### src/rtl/nand_resp_pkg.sv
package nand_resp_pkg;

   localparam logic [7:0] OP_RESET      = 8'hFF;
   localparam logic [7:0] OP_READ_ID    = 8'h9F;
   localparam logic [7:0] OP_GET_FEAT   = 8'h0F;
   localparam logic [7:0] OP_SET_FEAT   = 8'h1F;
   localparam logic [7:0] OP_PAGE_LOAD  = 8'h13;
   localparam logic [7:0] OP_CACHE_RD   = 8'h03;
   localparam logic [7:0] OP_CACHE_RD_F = 8'h0B;

   localparam int         FEAT_COUNT = 4;
   localparam logic [7:0] FEAT_BASE  = 8'hA0;
   localparam logic [7:0] FEAT_STEP  = 8'h10;
   localparam logic [7:0] ERASED     = 8'hFF;

   typedef enum logic [3:0] {
      ST_IDLE,
      ST_ID_OUT,
      ST_GF_ADDR,
      ST_GF_DATA,
      ST_SF_ADDR,
      ST_SF_DATA,
      ST_PG_ADDR,
      ST_CR_COL,
      ST_CR_DUMMY,
      ST_CR_STREAM,
      ST_IGNORE
   } resp_state_e;

   function automatic logic [7:0] feat_addr_of(input int idx);
      return FEAT_BASE + 8'(idx) * FEAT_STEP;
   endfunction

   function automatic logic [7:0] id_byte(input logic [2:0] idx);
      case (idx)
         3'd1:    return 8'hEF;
         3'd2:    return 8'hBC;
         default: return 8'h00;
      endcase
   endfunction

endpackage

### src/rtl/nand_feature_regs.sv
module nand_feature_regs
   import nand_resp_pkg::*;
(
   input  logic                    clk,
   input  logic                    rst_n,
   input  logic                    clear,
   input  logic                    we,
   input  logic [7:0]              addr,
   input  logic [7:0]              wdata,
   output logic [7:0]              rdata,
   output logic [FEAT_COUNT*8-1:0] regs_flat
);

   for (genvar g = 0; g < FEAT_COUNT; g++) begin : g_reg
      localparam logic [7:0] MY_ADDR = feat_addr_of(g);
      logic [7:0] q;
      always_ff @(posedge clk) begin
         if (!rst_n)                       q <= 8'h00;
         else if (clear)                   q <= 8'h00;
         else if (we && addr == MY_ADDR)   q <= wdata;
      end
      assign regs_flat[g*8 +: 8] = q;
   end

   always_comb begin
      rdata = 8'h00;
      for (int i = 0; i < FEAT_COUNT; i++) begin
         if (addr == feat_addr_of(i)) rdata = regs_flat[i*8 +: 8];
      end
   end

endmodule

### src/rtl/nand_page_store.sv
module nand_page_store
   import nand_resp_pkg::*;
#(
   parameter int PAGE_BYTES = 16,
   parameter int PAGE_COUNT = 8
) (
   input  logic                                 clk,
   input  logic                                 rst_n,
   input  logic                                 pl_we,
   input  logic [$clog2(PAGE_COUNT)+$clog2(PAGE_BYTES)-1:0] pl_addr,
   input  logic [7:0]                           pl_data,
   input  logic [$clog2(PAGE_COUNT)-1:0]        rd_page,
   output logic [PAGE_BYTES*8-1:0]              rd_bytes
);

   localparam int CW    = $clog2(PAGE_BYTES);
   localparam int DEPTH = PAGE_BYTES * PAGE_COUNT;

   logic [7:0] mem_q [DEPTH];

   always_ff @(posedge clk) begin
      if (!rst_n) begin
         for (int i = 0; i < DEPTH; i++) mem_q[i] <= ERASED;
      end else if (pl_we) begin
         mem_q[pl_addr] <= pl_data;
      end
   end

   for (genvar b = 0; b < PAGE_BYTES; b++) begin : g_rd
      assign rd_bytes[b*8 +: 8] = mem_q[{rd_page, CW'(b)}];
   end

endmodule

### src/rtl/nand_page_cache.sv
module nand_page_cache
   import nand_resp_pkg::*;
#(
   parameter int PAGE_BYTES = 16
) (
   input  logic                          clk,
   input  logic                          rst_n,
   input  logic                          load,
   input  logic [PAGE_BYTES*8-1:0]       load_bytes,
   input  logic [$clog2(PAGE_BYTES)-1:0] rd_col,
   output logic [7:0]                    rd_byte,
   output logic [PAGE_BYTES*8-1:0]       cache_flat
);

   logic [7:0] c_q [PAGE_BYTES];

   always_ff @(posedge clk) begin
      if (!rst_n) begin
         for (int i = 0; i < PAGE_BYTES; i++) c_q[i] <= ERASED;
      end else if (load) begin
         for (int i = 0; i < PAGE_BYTES; i++) c_q[i] <= load_bytes[i*8 +: 8];
      end
   end

   assign rd_byte = c_q[rd_col];

   for (genvar b = 0; b < PAGE_BYTES; b++) begin : g_flat
      assign cache_flat[b*8 +: 8] = c_q[b];
   end

endmodule

### src/rtl/nand_cmd_fsm.sv
module nand_cmd_fsm
   import nand_resp_pkg::*;
#(
   parameter int PW = 3,
   parameter int CW = 4
) (
   input  logic          clk,
   input  logic          rst_n,
   input  logic          byte_valid,
   input  logic [7:0]    rx_byte,
   input  logic          cs_end,
   input  logic [7:0]    feat_rdata,
   input  logic [7:0]    cache_byte,
   output logic [7:0]    tx_byte,
   output logic          feat_we,
   output logic          feat_clear,
   output logic [7:0]    feat_addr,
   output logic [CW-1:0] cache_col,
   output logic          load_en,
   output logic [PW-1:0] load_page,
   output resp_state_e   state_o
);

   resp_state_e   state_q;
   logic [2:0]    cnt_q;
   logic [7:0]    addr_q;
   logic [PW-1:0] pg_q;
   logic [CW-1:0] col_q;
   logic          take;

   assign take = byte_valid & ~cs_end;

   always_comb begin
      tx_byte = 8'h00;
      if (take) begin
         case (state_q)
            ST_ID_OUT:    tx_byte = id_byte(cnt_q);
            ST_GF_DATA:   tx_byte = feat_rdata;
            ST_CR_STREAM: tx_byte = cache_byte;
            default:      tx_byte = 8'h00;
         endcase
      end
   end

   assign feat_we    = take && state_q == ST_SF_DATA;
   assign feat_clear = take && state_q == ST_IDLE && rx_byte == OP_RESET;
   assign feat_addr  = addr_q;
   assign cache_col  = col_q;
   assign load_en    = cs_end && state_q == ST_PG_ADDR && cnt_q == 3'd3;
   assign load_page  = pg_q;
   assign state_o    = state_q;

   always_ff @(posedge clk) begin
      if (!rst_n) begin
         state_q <= ST_IDLE;
         cnt_q   <= 3'd0;
         addr_q  <= 8'h00;
         pg_q    <= '0;
         col_q   <= '0;
      end else if (cs_end) begin
         state_q <= ST_IDLE;
         cnt_q   <= 3'd0;
      end else if (byte_valid) begin
         case (state_q)
            ST_IDLE: begin
               cnt_q <= 3'd0;
               case (rx_byte)
                  OP_RESET:     state_q <= ST_IDLE;
                  OP_READ_ID:   state_q <= ST_ID_OUT;
                  OP_GET_FEAT:  state_q <= ST_GF_ADDR;
                  OP_SET_FEAT:  state_q <= ST_SF_ADDR;
                  OP_PAGE_LOAD: begin
                     state_q <= ST_PG_ADDR;
                     pg_q    <= '0;
                  end
                  OP_CACHE_RD, OP_CACHE_RD_F: begin
                     state_q <= ST_CR_COL;
                     col_q   <= '0;
                  end
                  default:      state_q <= ST_IGNORE;
               endcase
            end
            ST_ID_OUT: if (cnt_q != 3'd3) cnt_q <= cnt_q + 3'd1;
            ST_GF_ADDR: begin
               addr_q  <= rx_byte;
               state_q <= ST_GF_DATA;
            end
            ST_GF_DATA: state_q <= ST_IGNORE;
            ST_SF_ADDR: begin
               addr_q  <= rx_byte;
               state_q <= ST_SF_DATA;
            end
            ST_SF_DATA: state_q <= ST_IGNORE;
            ST_PG_ADDR: begin
               pg_q <= PW'({pg_q, rx_byte});
               if (cnt_q != 3'd4) cnt_q <= cnt_q + 3'd1;
            end
            ST_CR_COL: begin
               col_q <= CW'({col_q, rx_byte});
               cnt_q <= cnt_q + 3'd1;
               if (cnt_q == 3'd1) state_q <= ST_CR_DUMMY;
            end
            ST_CR_DUMMY:  state_q <= ST_CR_STREAM;
            ST_CR_STREAM: col_q   <= col_q + CW'(1);
            default:      state_q <= ST_IGNORE;
         endcase
      end
   end

endmodule

### src/rtl/nand_cmd_responder.sv
module nand_cmd_responder
   import nand_resp_pkg::*;
#(
   parameter int PAGE_BYTES = 16,
   parameter int PAGE_COUNT = 8
) (
   input  logic                                             clk,
   input  logic                                             rst_n,
   input  logic                                             byte_valid,
   input  logic [7:0]                                       rx_byte,
   input  logic                                             cs_end,
   output logic [7:0]                                       tx_byte,
   input  logic                                             pl_we,
   input  logic [$clog2(PAGE_COUNT)+$clog2(PAGE_BYTES)-1:0] pl_addr,
   input  logic [7:0]                                       pl_data
);

   localparam int PW = $clog2(PAGE_COUNT);
   localparam int CW = $clog2(PAGE_BYTES);

   initial begin
      if (PAGE_BYTES < 2 || (1 << CW) != PAGE_BYTES)
         $fatal(1, "PAGE_BYTES must be a power of two of at least 2");
      if (PAGE_COUNT < 2 || (1 << PW) != PAGE_COUNT)
         $fatal(1, "PAGE_COUNT must be a power of two of at least 2");
   end

   logic                    feat_we, feat_clear, cache_load;
   logic [7:0]              feat_addr, feat_rdata, cache_byte;
   logic [CW-1:0]           cache_col;
   logic [PW-1:0]           load_page;
   logic [PAGE_BYTES*8-1:0] page_bytes, cache_flat;
   logic [FEAT_COUNT*8-1:0] feat_flat;
   resp_state_e             fsm_state;

   nand_cmd_fsm #(.PW(PW), .CW(CW)) u_fsm (
      .clk        (clk),
      .rst_n      (rst_n),
      .byte_valid (byte_valid),
      .rx_byte    (rx_byte),
      .cs_end     (cs_end),
      .feat_rdata (feat_rdata),
      .cache_byte (cache_byte),
      .tx_byte    (tx_byte),
      .feat_we    (feat_we),
      .feat_clear (feat_clear),
      .feat_addr  (feat_addr),
      .cache_col  (cache_col),
      .load_en    (cache_load),
      .load_page  (load_page),
      .state_o    (fsm_state)
   );

   nand_feature_regs u_feat (
      .clk       (clk),
      .rst_n     (rst_n),
      .clear     (feat_clear),
      .we        (feat_we),
      .addr      (feat_addr),
      .wdata     (rx_byte),
      .rdata     (feat_rdata),
      .regs_flat (feat_flat)
   );

   nand_page_store #(.PAGE_BYTES(PAGE_BYTES), .PAGE_COUNT(PAGE_COUNT)) u_store (
      .clk      (clk),
      .rst_n    (rst_n),
      .pl_we    (pl_we),
      .pl_addr  (pl_addr),
      .pl_data  (pl_data),
      .rd_page  (load_page),
      .rd_bytes (page_bytes)
   );

   nand_page_cache #(.PAGE_BYTES(PAGE_BYTES)) u_cache (
      .clk        (clk),
      .rst_n      (rst_n),
      .load       (cache_load),
      .load_bytes (page_bytes),
      .rd_col     (cache_col),
      .rd_byte    (cache_byte),
      .cache_flat (cache_flat)
   );

endmodule

### config.mk
export PLATFORM = sky130hd
export DESIGN_NAME = nand_cmd_responder
export DESIGN_NICKNAME = d
export VERILOG_FILES = /design/src/rtl/nand_resp_pkg.sv /design/src/rtl/nand_feature_regs.sv /design/src/rtl/nand_page_store.sv /design/src/rtl/nand_page_cache.sv /design/src/rtl/nand_cmd_fsm.sv /design/src/rtl/nand_cmd_responder.sv
export SDC_FILE = /design/constraint.sdc
export NUM_CORES = 2
export LEC_CHECK = 0
export ABC_AREA = 0
export CORE_MARGIN = 2
export CORE_UTILIZATION = 63
export CTS_CLUSTER_SIZE = 14
export DETAILED_ROUTE_END_ITERATION = 8
export GPL_ROUTABILITY_DRIVEN = 0
export HOLD_SLACK_MARGIN = 0.05
export PLACE_DENSITY = 0.83
export SYNTH_ARGS = -nofsm -noshare
export SYNTH_HDL_FRONTEND = slang
export SYNTH_SLANG_ARGS = --single-unit
### constraint.sdc
create_clock -name clk -period 6.45 [get_ports clk]
set_input_delay 0.645 -clock clk [delete_from_list [all_inputs] [get_ports clk]]
set_output_delay 0.645 -clock clk [all_outputs]
set_load 0.02 [all_outputs]
==> results.ini <==
[power]
switching_share=0.218
p_switching_mw=3.55
power.internal_mw=12.7
p_leak_nw=17.3
p_seq_frac=0.558
comb_power_share=0.042
ir_worst_vdd_mv=0.276
powerDensity_nw_per_um2=273
clkPwrFrac=0.400

[sta]
tightest_slew_ns=1.40
slew-limit-headroom=0.0600
final_max_slew_viol_count=0
max_freq_ghz=0.225
fin_crit_sh=0.688
setup_slack_ns=2.01
hold_ws_ns=0.448
setup-tns-final_ns=0
skew_ns=0.0379
rsz0062_at_grt=no
setup_violations=0
min_period_ns=4.44
finalHoldViolations=0

[global_route]
grt_pass1_wl_mm=199
grt-ovfl-total=0
grt_max_degree=122
grt_util_all_layers=0.294
grt_antenna_before_repair=4
grt_pass1_vias=31900

[yosys]
async_flop_share=0
synth_area_sq_um=55200
yosysSeqAreaShare=0.648
yosysWarnings=0
syn-instance-count=3745
synth_edf_count=1152
syn_avg_cell_area_sq_um=14.7
ys.flop_type=edfxtp_1
ys_ff_latch=1213
ys_types=70
synth_fp_nets=3779

[place]
dp.final_hpwl_mm=76.8
dpl_worst_slack_ns=1.91
io_buffers=35
dp_cells=4589

[finish]
nets=3589
nFillCells=5332
drive_gt1_frac=0.224
regArea_sq_um=35800
syn2layout_area_growth_pct=7.97
antennaDiodeCount=0
final_cells=4808
multi_input_area_sq_um=17800

[setup_path]
slowest_stage=mux4_2
cp.arrival_ns=3.79
crit_fanout=20
crit_chain=buf_4 > mux4_2 > mux2i_1 > nor3_1 > a221oi_1 > nand3_1 > clkdlybuf4s50_1
cp.required_ns=5.80
max_stage_delay_ns=0.60
crit_type=reg -> out
worst_setup_path_end_kind=output pin
cp-start-kind=flop

[detailed_routing]
top_layer=met5
drtAntennaViolNets=0
drc_errors=0
detail_route.vias_per_cell=6.81
wl_met2_mm=63.8
totalWireLength_mm=131
first_pass_iters=6
met1Wirelength_mm=48.8
drtIter0Drc=4929
wl_per_cell_um=27.3
wl_met3_mm=14.1
vias=32700

[clock_tree]
clk_latency_ns=0.71
cts_max_path_buffers=3
numCtsBuffers=117
cts_hold_buffers=0
postCtsSetupRepairBufs=0
cts_root_buf=clkbuf_16
cts_tree=built
clkSinkCount=1213
cts_htree_levels=3
cts.clk_slew.worst_paths_ns=0.06
cts_resized=0

[floorplan]
initial_core_util=0.636
core_sq_um=86900
ioPinCount=36
die_h_um=300
rows=108
fp.dieW_um=300
dieArea_sq_um=90100

[status]
outcome=finished clean

[worst_hold_path]
hold_path_class=reg -> reg

[run]
maxCapViolations=0

-- synth_stat cells, drive strengths merged (5+ instances only) --
library cell / n / area (sq um)
nor4: 6 / 50.0
clkbuf: 339 / 1270
dfxtp: 61 / 1220
or3: 752 / 4700
a21oi: 31 / 155
or2: 259 / 1620
nand2: 245 / 920
nand2b: 37 / 231
ha: 6 / 75.1
edfxtp: 1152 / 34600
mux4: 287 / 6460
mux2: 6 / 67.6
buf: 77 / 397
nand4: 9 / 62.6
nor2: 63 / 244
inv: 8 / 30.0
a22oi: 8 / 60.1
nor2b: 12 / 75.1
mux2i: 158 / 1580
nor3: 17 / 106
a21o: 5 / 37.5
nand3: 28 / 145
o21ai: 120 / 601
-- metal layers --
metal,vias to the layer above,track usage
met1,16400,0.414
met3,311,0.0503
li1,13900,-
met5,-,0
met2,2076,0.473
met4,6,0.103
-- metrics by stage --
stage	power (mW)	instance area, sq um	util
3_5_place_dp	9.92	56000	0.645
2_1_floorplan	9.61	55200	-
5_1_grt	16.7	59600	0.686
3_3_place_gp	9.88	56000	0.645
6_report	16.3	59600	0.686
4_1_cts	16.3	59600	0.686
-- worst paths after layout --
path              cells past startpoint                              end                       startpoint  slack (ns)
setup / recovery                      7                       tx_byte[2]                             flop        2.01
hold / removal                        2                             flop  u_fsm.load_page[1]$_SDFFE_PN0P_        0.45
setup reg to reg                      6  u_cache.c_q[7][2]$_SDFFCE_PN1P_    u_fsm.state_o[2]$_SDFFE_PP0P_        3.42
hold reg to reg                       2                             flop  u_fsm.load_page[1]$_SDFFE_PN0P_        0.45
-- sequential cells by signal (all words and copies together) (netlist names), named ones only --
signal,flops
u_fsm.state_o,4
u_cache.c_q,128
u_feat.g.q,32
u_fsm.cache_col,4
u_fsm.feat_addr,8
u_fsm.cnt_q,3
u_store.mem_q,1024
u_fsm.load_page,3
-- worst max-delay path: cells and delay by family (launching register included) --
family	cells	cell delay [ns]
AO/OA/AOI/OAI	1	0.26
buffers and inverters	2	1.02
flip-flops	1	0.58
multiplexers	2	0.97
AND/OR/NAND/NOR	2	0.25
-- cell families (layout without fill, tap and decap cells) --
family,Yosys count,after routing,share of synthesized area
buffers and inverters,424,332,0.0308
adders and majority gates,6,6,0.00136
muxes,451,451,0.147
xor gates and xnor gates,3,3,0.000476
AOI/OAI and AO/OA,195,195,0.0206
and+or+nand+nor,1453,1453,0.151
DFF,1213,1213,0.648
-- cells in the final DEF (no fill, tap or decap), types with 4 or more instances in the layout --
cell and count:
clkbuf_16 118, clkbuf_1 30, nand4_1 8, mux4_2 287, nand2b_1 37, ha_1 6
dfxtp_1 57, buf_12 5, or2_2 258, or3_1 752, nor2b_1 12, inv_1 8
mux2i_1 158, clkdlybuf4s50_1 26, clkinv_1 33, nand2_1 240, a21o_1 5, buf_4 74
clkinv_2 19, nand3_1 23, a222oi_1 4, a22oi_1 8, nor4_1 4, nor2_1 59
o21ai_0 118, edfxtp_1 1152, and2_1 4, mux2_2 6, nor3_1 13, nor3b_1 4
a21oi_1 31, bufinv_16 6, a211oi_1 4
-- final cells by class --
cell class / instances / area share
repair buffers: 107 / 0.0156
well taps: 1155 / 0.0242
inverters: 8 / 0.000504
clock inverters: 69 / 0.00906
multi-input cells: 2108 / 0.298
flip-flops and latches: 1213 / 0.601
clock buffers: 148 / 0.0514
-- power by group through the flow --
stage / Combinational [mW] / Clock, mW / Sequential, mW
final: 0.690 / 6.51 / 9.09
after global routing: 0.725 / 6.84 / 9.12
after CTS: 0.679 / 6.53 / 9.09
after detailed placement: 0.673 / 0 / 9.25
after global placement: 0.656 / 0 / 9.23
after floorplan: 0.435 / 0 / 9.18
Power figures use the tool's default switching activity.
